File: config.mk
export PLATFORM = sky130hd
export DESIGN_NAME = burst_guard_seq
export DESIGN_NICKNAME = d
export VERILOG_FILES = /design/src/rtl/bgs_pkg.sv /design/src/rtl/bgs_downcount.sv /design/src/rtl/bgs_mck_boundary.sv /design/src/rtl/bgs_ctrl.sv /design/src/rtl/burst_guard_seq.sv
export SDC_FILE = /design/constraint.sdc
export NUM_CORES = 1
export LEC_CHECK = 0
export ABC_AREA = 0
export BUFFER_PORTS_ARGS = -buffer_cell sky130_fd_sc_hd__buf_2
export CAP_MARGIN = 20
export CELL_PAD_IN_SITES_DETAIL_PLACEMENT = 1
export CELL_PAD_IN_SITES_GLOBAL_PLACEMENT = 2
export CORE_UTILIZATION = 30
export CTS_CLUSTER_DIAMETER = 200
export DETAILED_ROUTE_END_ITERATION = 12
export PLACE_DENSITY = 0.88
export SKIP_CTS_REPAIR_TIMING = 1
export SLEW_MARGIN = 20
export SYNTH_ARGS = -nofsm -noshare
export SYNTH_HDL_FRONTEND = slang
export SYNTH_SLANG_ARGS = --single-unit
File: constraint.sdc
create_clock -name clk -period 1.9 [get_ports clk]
set_input_delay 0.38 -clock clk [delete_from_list [all_inputs] [get_ports clk]]
set_output_delay 0.38 -clock clk [all_outputs]
set_load 0.02 [all_outputs]
File: src/rtl/bgs_pkg.sv
`timescale 1ns/1ps
package bgs_pkg;
  typedef enum logic [2:0] {
    ST_IDLE,
    ST_ARM,
    ST_DELAY,
    ST_GUARD,
    ST_FEED
  } seq_state_t;
endpackage

File: src/rtl/bgs_downcount.sv
`timescale 1ns/1ps
// Loadable down counter; 'last' flags the tick that empties it.
module bgs_downcount #(
  parameter int W = 8
) (
  input  logic         clk,
  input  logic         rst,
  input  logic         load,
  input  logic [W-1:0] load_val,
  input  logic         tick,
  output logic         busy,
  output logic         last
);
  localparam logic [W-1:0] ONE = {{(W-1){1'b0}}, 1'b1};

  logic [W-1:0] cnt;

  always_ff @(posedge clk) begin
    if (rst)
      cnt <= '0;
    else if (load)
      cnt <= load_val;
    else if (tick && cnt != '0)
      cnt <= cnt - ONE;
  end

  assign busy = (cnt != '0);
  assign last = tick && (cnt == ONE);
endmodule

File: src/rtl/bgs_mck_boundary.sv
`timescale 1ns/1ps
// Free-running master-tick phase counter and a one-shot boundary wait.
module bgs_mck_boundary #(
  parameter int DIV = 16
) (
  input  logic clk,
  input  logic rst,
  input  logic mck_tick,
  input  logic arm,
  output logic waiting,
  output logic hit
);
  localparam int MW = (DIV > 1) ? $clog2(DIV) : 1;
  localparam logic [MW-1:0] TOP = MW'(DIV - 1);

  logic [MW-1:0] phase;

  always_ff @(posedge clk) begin
    if (rst)
      phase <= '0;
    else if (mck_tick)
      phase <= (phase == TOP) ? '0 : phase + 1'b1;
  end

  assign hit = waiting && mck_tick && (phase == TOP);

  always_ff @(posedge clk) begin
    if (rst)
      waiting <= 1'b0;
    else if (hit)
      waiting <= 1'b0;
    else if (arm)
      waiting <= 1'b1;
  end
endmodule

File: src/rtl/bgs_ctrl.sv
`timescale 1ns/1ps
// Sequence controller: start detection, delay, guard and captured-bit phases.
module bgs_ctrl
  import bgs_pkg::*;
(
  input  logic       clk,
  input  logic       rst,
  input  logic       tx_en,
  input  logic       sym_end,
  input  logic       qtick,
  input  logic       dly_last,
  input  logic       grd_last,
  input  logic       side_busy,
  input  logic       dly_zero,
  input  logic       grd_zero,
  input  logic       late,
  input  logic       serial,
  output seq_state_t nxt,
  output logic       load_dly,
  output logic       load_grd,
  output logic       expire,
  output logic       arm_wait
);
  seq_state_t st;
  logic       tx_q;
  logic       tx_rise;
  logic       tx_fall;
  logic       go;

  always_ff @(posedge clk) begin
    if (rst) begin
      st   <= ST_IDLE;
      tx_q <= 1'b0;
    end else begin
      st   <= nxt;
      tx_q <= tx_en;
    end
  end

  assign tx_rise = tx_en && !tx_q;
  assign tx_fall = !tx_en && tx_q;

  always_comb begin
    nxt      = st;
    load_dly = 1'b0;
    load_grd = 1'b0;
    expire   = 1'b0;
    arm_wait = 1'b0;
    go       = 1'b0;
    case (st)
      ST_IDLE: begin
        if (!side_busy) begin
          if (late && tx_rise)
            go = 1'b1;
          else if (!late && tx_fall)
            nxt = ST_ARM;
        end
      end
      ST_ARM: begin
        if (sym_end)
          go = 1'b1;
      end
      ST_DELAY: begin
        if (dly_last) begin
          expire = 1'b1;
          if (grd_zero)
            nxt = ST_FEED;
          else begin
            nxt      = ST_GUARD;
            load_grd = 1'b1;
          end
        end
      end
      ST_GUARD: begin
        if (grd_last)
          nxt = ST_FEED;
      end
      ST_FEED: begin
        if (qtick)
          nxt = ST_IDLE;
      end
      default: nxt = ST_IDLE;
    endcase
    if (go) begin
      if (dly_zero) begin
        nxt      = ST_IDLE;
        arm_wait = serial;
      end else begin
        nxt      = ST_DELAY;
        load_dly = 1'b1;
      end
    end
  end
endmodule

File: src/rtl/burst_guard_seq.sv
`timescale 1ns/1ps
module burst_guard_seq
  import bgs_pkg::*;
#(
  parameter int CW      = 8,
  parameter int GW      = 8,
  parameter int MCK_DIV = 16
) (
  input  logic          clk,
  input  logic          rst,
  input  logic          tx_en,
  input  logic          qtr_tick,
  input  logic          sym_end,
  input  logic          mck_tick,
  input  logic          data_in,
  input  logic [CW-1:0] cfg_post_dly,
  input  logic [CW-1:0] cfg_guard_len,
  input  logic [GW-1:0] cfg_gap_len,
  input  logic          cfg_guard_bit,
  input  logic          cfg_late_start,
  input  logic          cfg_serial,
  output logic          hold,
  output logic          sel_guard,
  output logic          mod_bit,
  output logic          release_stb,
  output logic          mode_stb
);
  localparam int NQ = 2;  // quarter-tick counters: 0 delay, 1 guard

  seq_state_t nxt;
  logic       load_dly, load_grd, expire, arm_wait;
  logic [NQ-1:0] q_load, q_busy, q_last;
  logic [CW-1:0] q_val [NQ];
  logic       gap_busy, gap_last, gap_load;
  logic       wait_busy, bnd_hit;
  logic       dly_zero, grd_zero, gap_zero;
  logic       cap_bit;
  logic       hold_n, feed_n;

  assign dly_zero = (cfg_post_dly == '0);
  assign grd_zero = (cfg_guard_len == '0);
  assign gap_zero = (cfg_gap_len == '0);

  assign q_load = {load_grd, load_dly};
  assign q_val[0] = cfg_post_dly;
  assign q_val[1] = cfg_guard_len;

  generate
    for (genvar i = 0; i < NQ; i++) begin : g_qcnt
      bgs_downcount #(.W(CW)) u_cnt (
        .clk      (clk),
        .rst      (rst),
        .load     (q_load[i]),
        .load_val (q_val[i]),
        .tick     (qtr_tick),
        .busy     (q_busy[i]),
        .last     (q_last[i])
      );
    end
  endgenerate

  assign gap_load = expire && cfg_serial && !gap_zero;

  bgs_downcount #(.W(GW)) u_gap (
    .clk      (clk),
    .rst      (rst),
    .load     (gap_load),
    .load_val (cfg_gap_len),
    .tick     (mck_tick),
    .busy     (gap_busy),
    .last     (gap_last)
  );

  bgs_mck_boundary #(.DIV(MCK_DIV)) u_bnd (
    .clk      (clk),
    .rst      (rst),
    .mck_tick (mck_tick),
    .arm      (arm_wait),
    .waiting  (wait_busy),
    .hit      (bnd_hit)
  );

  bgs_ctrl u_ctrl (
    .clk       (clk),
    .rst       (rst),
    .tx_en     (tx_en),
    .sym_end   (sym_end),
    .qtick     (qtr_tick),
    .dly_last  (q_last[0]),
    .grd_last  (q_last[1]),
    .side_busy (gap_busy || wait_busy || (|q_busy)),
    .dly_zero  (dly_zero),
    .grd_zero  (grd_zero),
    .late      (cfg_late_start),
    .serial    (cfg_serial),
    .nxt       (nxt),
    .load_dly  (load_dly),
    .load_grd  (load_grd),
    .expire    (expire),
    .arm_wait  (arm_wait)
  );

  assign hold_n = (nxt == ST_DELAY) || (nxt == ST_GUARD);
  assign feed_n = (nxt == ST_FEED);

  always_ff @(posedge clk) begin
    if (rst) begin
      hold        <= 1'b0;
      sel_guard   <= 1'b0;
      mod_bit     <= 1'b0;
      release_stb <= 1'b0;
      mode_stb    <= 1'b0;
      cap_bit     <= 1'b0;
    end else begin
      hold        <= hold_n;
      sel_guard   <= hold_n;
      release_stb <= expire;
      mode_stb    <= cfg_serial && (gap_last || bnd_hit || (expire && gap_zero));
      if (expire)
        cap_bit <= data_in;
      if (hold_n)
        mod_bit <= cfg_guard_bit;
      else if (feed_n)
        mod_bit <= expire ? data_in : cap_bit;
      else
        mod_bit <= data_in;
    end
  end
endmodule

Word level (Yosys, flattened, before mapping)

Index checks and enable logic that the tools add are counted.
W data, S select, Z words.

$add $sub $neg: 4
Eq/ne operators: 11
Muxes and demuxes: 33
Reduce and logical (&&, ||, !) cells: 37

Operators by type and width:

| cell                  | count |
|---|---|
| $mux W8               | 6 |
| $eq A8 B1 Y1 const B  | 3 |
| $logic_not A8 Y1      | 3 |
| $mux W3               | 8 |
| $reduce_bool A8 Y1    | 3 |
| $sub A8 B1 Y8 const B | 3 |
| $logic_and A1 B1 Y1   | 16 |
| $mux W1               | 15 |
| $pmux W3 S5           | 1 |
| $eq A3 B2 Y1 const B  | 4 |
| $eq A3 B3 Y1 const B  | 2 |
| $reduce_bool A2 Y1    | 3 |
| $logic_or A1 B1 Y1    | 5 |
| $add A4 B1 Y4 const B | 1 |
| $eq A4 B4 Y1 const B  | 1 |
| $logic_not A1 Y1      | 4 |
| $mux W4               | 1 |
| $reduce_or A2 Y1      | 2 |
| $eq A3 B1 Y1 const B  | 1 |
| $logic_not A3 Y1      | 1 |
| $mux W2               | 1 |
| $pmux W1 S2           | 1 |

Bits of input ports: 34
Output and inout bits: 5
Register bits: 38

Logic depth before layout (Yosys ltp)

Gate-level depths: netlist of the first run.

Depth after elaboration: 11
Gate-level depth with buffers: 9

By module

A second synthesis of the first run with hierarchy kept.

Cells, all modules: 278
Area total of the unflattened synthesis: 2422.3 sq um

By module, submodules not included:

| module           | sequential area each (sq um) | area each (sq um) | cells an instance | instances |
|---|---|---|---|---|
| bgs_downcount    | 160.2                        | 543.0             | 63                | 3 |
| bgs_ctrl         | 80.1                         | 309.0             | 38                | 1 |
| burst_guard_seq  | 100.1                        | 271.5             | 28                | 1 |
| bgs_mck_boundary | 100.1                        | 212.7             | 23                | 1 |

Worst setup path before layout of the first run

No wires, ideal clock.

Kind: register -> register
Start: register g_qcnt[1].u_cnt.cnt[0]
End: register mod_bit
Library setup time: 0.119 ns
Stages on the path, launching flop included: 10
Data arrival time: 2.013 ns
Data required time: 1.781 ns
Setup slack: -0.232 ns
Cell sequence: dfxtp_1 -> inv_1 -> ha_1 -> or3b_2 -> clkbuf_1 -> nor4_1 -> a21o_1 -> buf_6 -> a21oi_2 -> o221a_1

Longest elaborated chain between the ends: 9
Elaborated cells on any way between the ends: 17

RTL lines:

| what                                                 | line                                           | RTL |
|---|---|---|
| start: declaration                                   | bgs_downcount.sv:16                            | `logic [W-1:0] cnt;` |
| start signal: assignment                             | bgs_downcount.sv:22                            | `cnt <= load_val;` |
| start signal: assignment                             | bgs_downcount.sv:24                            | `cnt <= cnt - ONE;` |
| $reduce_bool A8 Y1                                   | bgs_downcount.sv:27                            | `assign busy = (cnt != '0);` |
| $reduce_or A2 Y1                                     | burst_guard_seq.sv:91                          | `.side_busy (gap_busy \|\| wait_busy \|\| (\|q_busy)),` |
| $logic_or A1 B1 Y1                                   | burst_guard_seq.sv:91                          |  |
| $mux W3 / $mux W1 (equally long branches)            | bgs_ctrl.sv:52                                 | `if (!side_busy) begin` |
| $pmux W3 S5 / $pmux W1 S2 (equally long branches)    | bgs_ctrl.sv:50                                 | `case (st)` |
| $mux W3 *                                            | bgs_ctrl.sv:84                                 | `if (go) begin` |
| $eq A3 B3 Y1 / $eq A3 B2 Y1 (equally long branches)  | burst_guard_seq.sv:104, burst_guard_seq.sv:103 |  |
| $mux W1 / $logic_or A1 B1 Y1 (equally long branches) | burst_guard_seq.sv:123, burst_guard_seq.sv:103 |  |
| $mux W1 *                                            | burst_guard_seq.sv:121                         | `if (hold_n)` |
| end signal: assignment                               | burst_guard_seq.sv:122                         | `mod_bit <= cfg_guard_bit;` |
| end signal: assignment                               | burst_guard_seq.sv:124                         | `mod_bit <= expire ? data_in : cap_bit;` |
| end signal: assignment                               | burst_guard_seq.sv:126                         | `mod_bit <= data_in;` |
| end: declaration                                     | burst_guard_seq.sv:24                          | `output logic mod_bit,` |

Every way passes the cells marked *; elsewhere a longest branch is shown, timed or not.
A chain may end at the register's enable or synchronous reset.

Worst setup path after layout of the first run

Same ends and word-level chain as after synthesis.

==> run_results.csv, run 1 <==
group,metric,value,unit
outcome,status,"finished with violations",
outcome,violations,"setup timing",
drt,drt_pass1_iterations,4,
placed_design,place_hpwl,5804,microns
drt,wl,8715,microns
floorplan,fp.dieH,89.17,microns
clock_tree,clock_sinks,38,
sta,skew,0.005737,ns
drt,drtAntennaViolNets,0,
global_routing,gr-usage-all-layers,0.1941,
finish,drive_gt1_frac,0.5160,
global_routing,grt_pass1_vias,2538,
drt,via_per_inst,5.313,
worst_setup_path,start_kind,"flop",
synth,synth_edf_count,0,
finish,nets,417,
global_routing,antenna_found_initial,0,
floorplan,die_width,89.17,microns
worst_hold_path,holdPathStages,3,
placed_design,dpl_cell_area,3025,sq um
finish,fin_area,3562,sq um
synth,ys.flop_type,"dfxtp_1",
drt,drc,0,
finish,syn_to_final_growth,56.26,%
worst_setup_path,reg2reg_from,"g_qcnt[1].u_cnt.cnt[0]",
clock_tree,ctsHtreeMaxLevel,2,
finish,n_antenna_cell,0,
clock_tree,root_buffer,"clkbuf_8",
worst_setup_path,crit_type,"reg -> reg",
floorplan,dieArea,7951,sq um
clock_tree,cts.clk_slew.worst_paths,0.08,ns
worst_setup_path,crit_required,2.13,ns
clock_tree,clk_path_buf_depth,2,
sta,layout_min_cycle_time,2.026,ns
global_routing,grt_pass1_wl,11960,microns
job,drv_cap,0,
synth,yosys_warnings,0,
placed_design,port-buffer-count,38,
synth,syn_inst,270,
global_routing,grt_max_degree,15,
synth,synth_nets,314,
clock_tree,cts_buffers,5,
sta,worstMarginPinSlew,0.6159,ns
finish,ff_latch_area,770.7,sq um
sta,maxSlewHeadroom,0.5894,
worst_hold_path,hp-class,"in -> reg",
placed_design,gp_congestion,0.8694,
sta,post-route-period-util,1.066,
sta,hold_ws,0.3346,ns
worst_setup_path,r2r-end,"mod_bit",
synth,syn_avg_cell_area,8.443,sq um
finish,fillers,874,
power_and_ir_drop,power_leakage,1.417,nW
floorplan,rows,31,
synth,ys_seq_area_frac,0.3337,
finish,multi_input_area,1745,sq um
synth,ys_ff_latch,38,
placed_design,place_inst,454,
power_and_ir_drop,power_density,1547,nW/um^2
synth,synth_cell_type_count,53,
floorplan,io_pins,39,
synth,synth_area,2280,sq um
finish,layout_commonest_cell,"buf_4",
sta,finalHoldViolations,0,
worst_setup_path,r2r_slack,-0.13,ns
sta,rsz0062_at_grt,"true",
drt,wl_per_cell,18.42,microns
sta,finalSetupViolCount,12,
clock_tree,clkLatencyLatePin,0.29,ns
finish,final_cell_mix,"65 x buf_4, 38 x buf_2, 30 x dfxtp_1",
synth,synthArstFlopShare,0,
worst_setup_path,cp-end-kind,"flop",
worst_hold_path,min_from,"cfg_post_dly[1]",
worst_setup_path,rr_worst_depth,8,
drt,drtIter0Drc,59,
power_and_ir_drop,ir_worst_vdd,0.0005054,V
worst_hold_path,hold_end,"g_qcnt[0].u_cnt.cnt[1]",
worst_setup_path,critPathMaxFanout,5,
power_and_ir_drop,p_total,0.005511,W
clock_tree,cts_tree,"done",
sta,timing.fmax,0.4937,GHz
floorplan,core_area,7292,sq um
drt,via_count,2513,
global_routing,grt_overflow,0,
worst_setup_path,critPathArrivalTime,2.26,ns
finish,instances_no_fill,473,
floorplan,initial_core_util,0.3126,
sta,slew_viol_final,0,
sta,layout_setup_ws,-0.1255,ns
metal layers:
metal,vias up,routed length (microns),global-route usage
met5,-,0,0
met3,18,287,0.02031
li1,1201,-,-
met2,60,4645,0.3511
met4,0,212,0.05339
met1,1234,3570,0.2441
sequential cells by signal, indices dropped and copies added (netlist names):
| signal | flops |
|---|---|
| mod_bit | 1 |
| u_ctrl.tx_q | 1 |
| u_bnd.phase | 4 |
| g_qcnt.u_cnt.cnt | 16 |
| u_gap.cnt | 8 |
| u_bnd.waiting | 1 |
| cap_bit | 1 |
| sel_guard | 1 |
| mode_stb | 1 |
| release_stb | 1 |
| u_ctrl.st | 3 |
cell type report:
type	count	share of cell area
Sequential cell	38	0.2164
Multi-Input combinational cell	208	0.4900
Tap cell	99	0.03477
Timing Repair Buffer	111	0.2181
Clock buffer	5	0.01932
Inverter	9	0.01019
Clock inverter	3	0.01124
critical path, stage by stage (launching register included):
cell and delay [ns]:
dfxtp_2 0.34, inv_2 0.08, ha_4 0.12, or3b_4 0.41
nor4_4 0.34, buf_4 0.22, a21oi_4 0.10, nor2_2 0.15
o221a_1 0.20
metrics by stage:
step / utilization / setup WS, ns / setup TNS, ns
6_report: 0.4885 / -0.1255 / -0.7300
5_1_grt: 0.4885 / -0.1699 / -2.164
4_1_cts: 0.4298 / -0.2585 / -3.853
3_5_place_dp: 0.4149 / -0.2438 / -3.706
3_3_place_gp: 0.4149 / -0.1772 / -2.853
2_1_floorplan: - / -0.03695 / -0.05340
synth_stat cells (3+ instances only):
library cell,number,area (sq um)
a211oi_1,15,112.6
a21oi_1,10,50.05
a32oi_1,3,26.28
buf_2,4,20.02
clkbuf_1,9,33.78
dfxtp_1,38,760.7
ha_1,10,125.1
inv_1,9,33.78
mux2i_1,5,50.05
nand2_1,14,52.55
nand3_1,4,20.02
nand4_1,4,25.02
nor2_1,34,127.6
nor2b_1,3,18.77
nor3_1,13,65.06
nor4_1,9,56.30
nor4bb_1,3,30.03
o21ai_0,7,35.03
or3_1,5,31.28
or4_1,7,52.55
or4b_2,3,30.03
xnor2_1,15,131.4
xor2_1,6,52.55
power by group:
part	leakage, nW	internal (W)	switching (W)
Combinational	1.04	0.00186	0.00174
Clock	0.0579	0.000387	0.000299
Sequential	0.314	0.00103	0.000195
worst max-delay path by stage:
stage | startpoint | endpoint | depth (start not counted)
after floorplan | g_qcnt[0].u_cnt.cnt[0] | mod_bit | 8
after global placement | tx_en | u_bnd.waiting | 7
after detailed placement | tx_en | mod_bit | 6
after CTS | g_qcnt[0].u_cnt.cnt[1] | mod_bit | 7
after global routing | g_qcnt[1].u_cnt.cnt[0] | g_qcnt[0].u_cnt.cnt[3] | 8
final | g_qcnt[1].u_cnt.cnt[0] | mod_bit | 8
cells by family (layout without fill, tap and decap cells):
group	after synthesis	in the layout	synth area share
AOI/OAI and AO/OA	58	59	0.1828
xor gates and xnor gates	21	21	0.08068
adders and majority gates	10	10	0.05488
buffers and inverters	25	128	0.04830
DFF	38	38	0.3337
muxes	5	5	0.02195
and+or+nand+nor	113	113	0.2777
Power figures use the tool's default switching activity.
==> run 2: changes to the inputs <==
Settings changed: PLACE_DENSITY 0.88 to default, PLACE_DENSITY_LB_ADDON from default to 0.1.
==> run_results.csv, run 2 (synthesis results as in run 1) <==
group,metric,value,unit
floorplan,io_pins,39,
worst_setup_path,crit_required,2.14,ns
clock_tree,ctsHtreeMaxLevel,2,
worst_hold_path,hp-class,"in -> reg",
sta,hold_ws,0.3219,ns
power_and_ir_drop,power_density,1471,nW/um^2
floorplan,fp.dieH,89.17,microns
floorplan,rows,31,
clock_tree,cts.clk_slew.worst_paths,0.09,ns
placed_design,gp_congestion,0.7978,
worst_setup_path,critPathTopFamily,"simple AND/OR/NAND/NOR gates",
power_and_ir_drop,ir_worst_vdd,0.0006366,V
drt,wl,7485,microns
global_routing,grt_pass1_vias,2391,
sta,skew,0.006229,ns
power_and_ir_drop,power_leakage,1.412,nW
sta,finalSetupViolCount,3,
drt,drc,0,
worst_setup_path,critPathMaxFanout,3,
sta,finalHoldViolations,0,
clock_tree,clkLatencyLatePin,0.31,ns
sta,worstMarginPinSlew,0.5995,ns
floorplan,initial_core_util,0.3126,
placed_design,dpl_worst_slack,-0.1891,ns
drt,drt_pass1_iterations,4,
clock_tree,cts_tree,"done",
placed_design,port-buffer-count,38,
finish,final_cell_mix,"66 x buf_4, 38 x buf_2, 32 x dfxtp_1",
finish,regMostFlops,"g_qcnt.u_cnt.cnt",
clock_tree,clock_sinks,38,
worst_setup_path,critPathArrivalTime,2.20,ns
finish,n_antenna_cell,0,
drt,drtIter0Drc,42,
sta,layout_min_cycle_time,1.969,ns
finish,top_regs,"g_qcnt.u_cnt.cnt (16), u_gap.cnt (8), u_bnd.phase (4)",
clock_tree,clk_path_buf_depth,2,
outcome,status,"finished with violations",
finish,syn_to_final_growth,55.93,%
finish,fin_area,3555,sq um
sta,timing.fmax,0.5078,GHz
job,drv_cap,0,
floorplan,die_width,89.17,microns
drt,drtAntennaViolNets,0,
clock_tree,cts_buffers,5,
finish,drive_gt1_frac,0.4841,
drt,via_count,2389,
clock_tree,root_buffer,"clkbuf_8",
global_routing,antenna_found_initial,0,
sta,maxSlewHeadroom,0.6004,
worst_setup_path,start_kind,"flop",
worst_setup_path,crit_type,"reg -> reg",
sta,layout_setup_ws,-0.06917,ns
sta,slew_viol_final,0,
global_routing,gr-usage-all-layers,0.1934,
worst_setup_path,path_cells,"inv_2, buf_6, ha_4, nand3b_1, nor4_4, buf_4, a31oi_1, a21o_1, a211oi_2",
global_routing,grt_max_degree,28,
finish,largest_register_ffs,16,
finish,layout_commonest_cell,"buf_4",
placed_design,dpl_cell_area,3090,sq um
drt,wl_per_cell,15.69,microns
finish,nets,421,
global_routing,grt_overflow,0,
worst_setup_path,cp-end-kind,"flop",
placed_design,place_hpwl,5501,microns
global_routing,grt_pass1_wl,11470,microns
sta,rsz0062_at_grt,"true",
worst_setup_path,critPathMaxStageDelay,0.45,ns
floorplan,core_area,7292,sq um
worst_setup_path,crit_slowest_cell,"nor4_4",
drt,via_per_inst,5.008,
worst_setup_path,critPathBufInv,3,
outcome,violations,"setup timing",
sta,post-route-period-util,1.036,
floorplan,dieArea,7951,sq um
run 2: power by group:
part / switching [W] / leakage (nW) / total [W] / internal (W)
Sequential: 0.000172 / 0.313 / 0.00120 / 0.00103
Clock: 0.000350 / 0.0504 / 0.000741 / 0.000391
Combinational: 0.00156 / 1.05 / 0.00329 / 0.00173
run 2: stage by stage:
| step | util | power (W) | TNS [ns] | instances |
|---|---|---|---|---|
| 5_1_grt | 0.4875 | 0.005604 | -1.430 | 477 |
| 3_3_place_gp | 0.4238 | 0.003918 | -2.252 | 461 |
| 4_1_cts | 0.4394 | 0.004717 | -3.466 | 469 |
| 6_report | 0.4875 | 0.005230 | -0.1293 | 477 |
| 3_5_place_dp | 0.4238 | 0.003946 | -2.694 | 461 |
| 2_1_floorplan | - | 0.002954 | -0.05340 | 270 |
run 2: worst reg2reg max path, delay by kind of cell, from the launching register on:
family                   cells  cell delay (ns)
flip-flops                   1             0.33
AND/OR/NAND/NOR              2             0.64
buffers and inverters        3             0.39
AO/OA/AOI/OAI                3             0.41
adder cells (fa/ha/maj)      1             0.13
run 2: final cells by class:
cell class                      count  area, sq um
Fill cell                         916         3737
Multi-Input combinational cell    207         1685
Timing Repair Buffer              116        829.5
Sequential cell                    38        768.2
Tap cell                           99        123.9
Clock buffer                        5        68.82
Clock inverter                      3        45.04
Inverter                            9        33.78
run 2: metal layers:
metal	part of all wire	vias to the layer above	GRT usage	routed length (microns)
met1	0.46	1138	0.2455	3478
met2	0.49	36	0.3310	3690
met5	0	-	0	0
met4	0.012	0	0.05916	93
li1	-	1208	-	-
met3	0.030	7	0.03786	223
run 2: worst paths after layout:
path                                        startpoint                endpoint  slack [ns]  cells past startpoint
worst max-delay path            g_qcnt[0].u_cnt.cnt[1]            u_gap.cnt[3]       -0.07                      9
worst max register to register  g_qcnt[0].u_cnt.cnt[1]            u_gap.cnt[3]       -0.07                      9
worst min register to register          u_bnd.phase[3]          u_bnd.phase[3]        0.50                      2
worst min-delay path                   cfg_post_dly[6]  g_qcnt[0].u_cnt.cnt[6]        0.32                      3
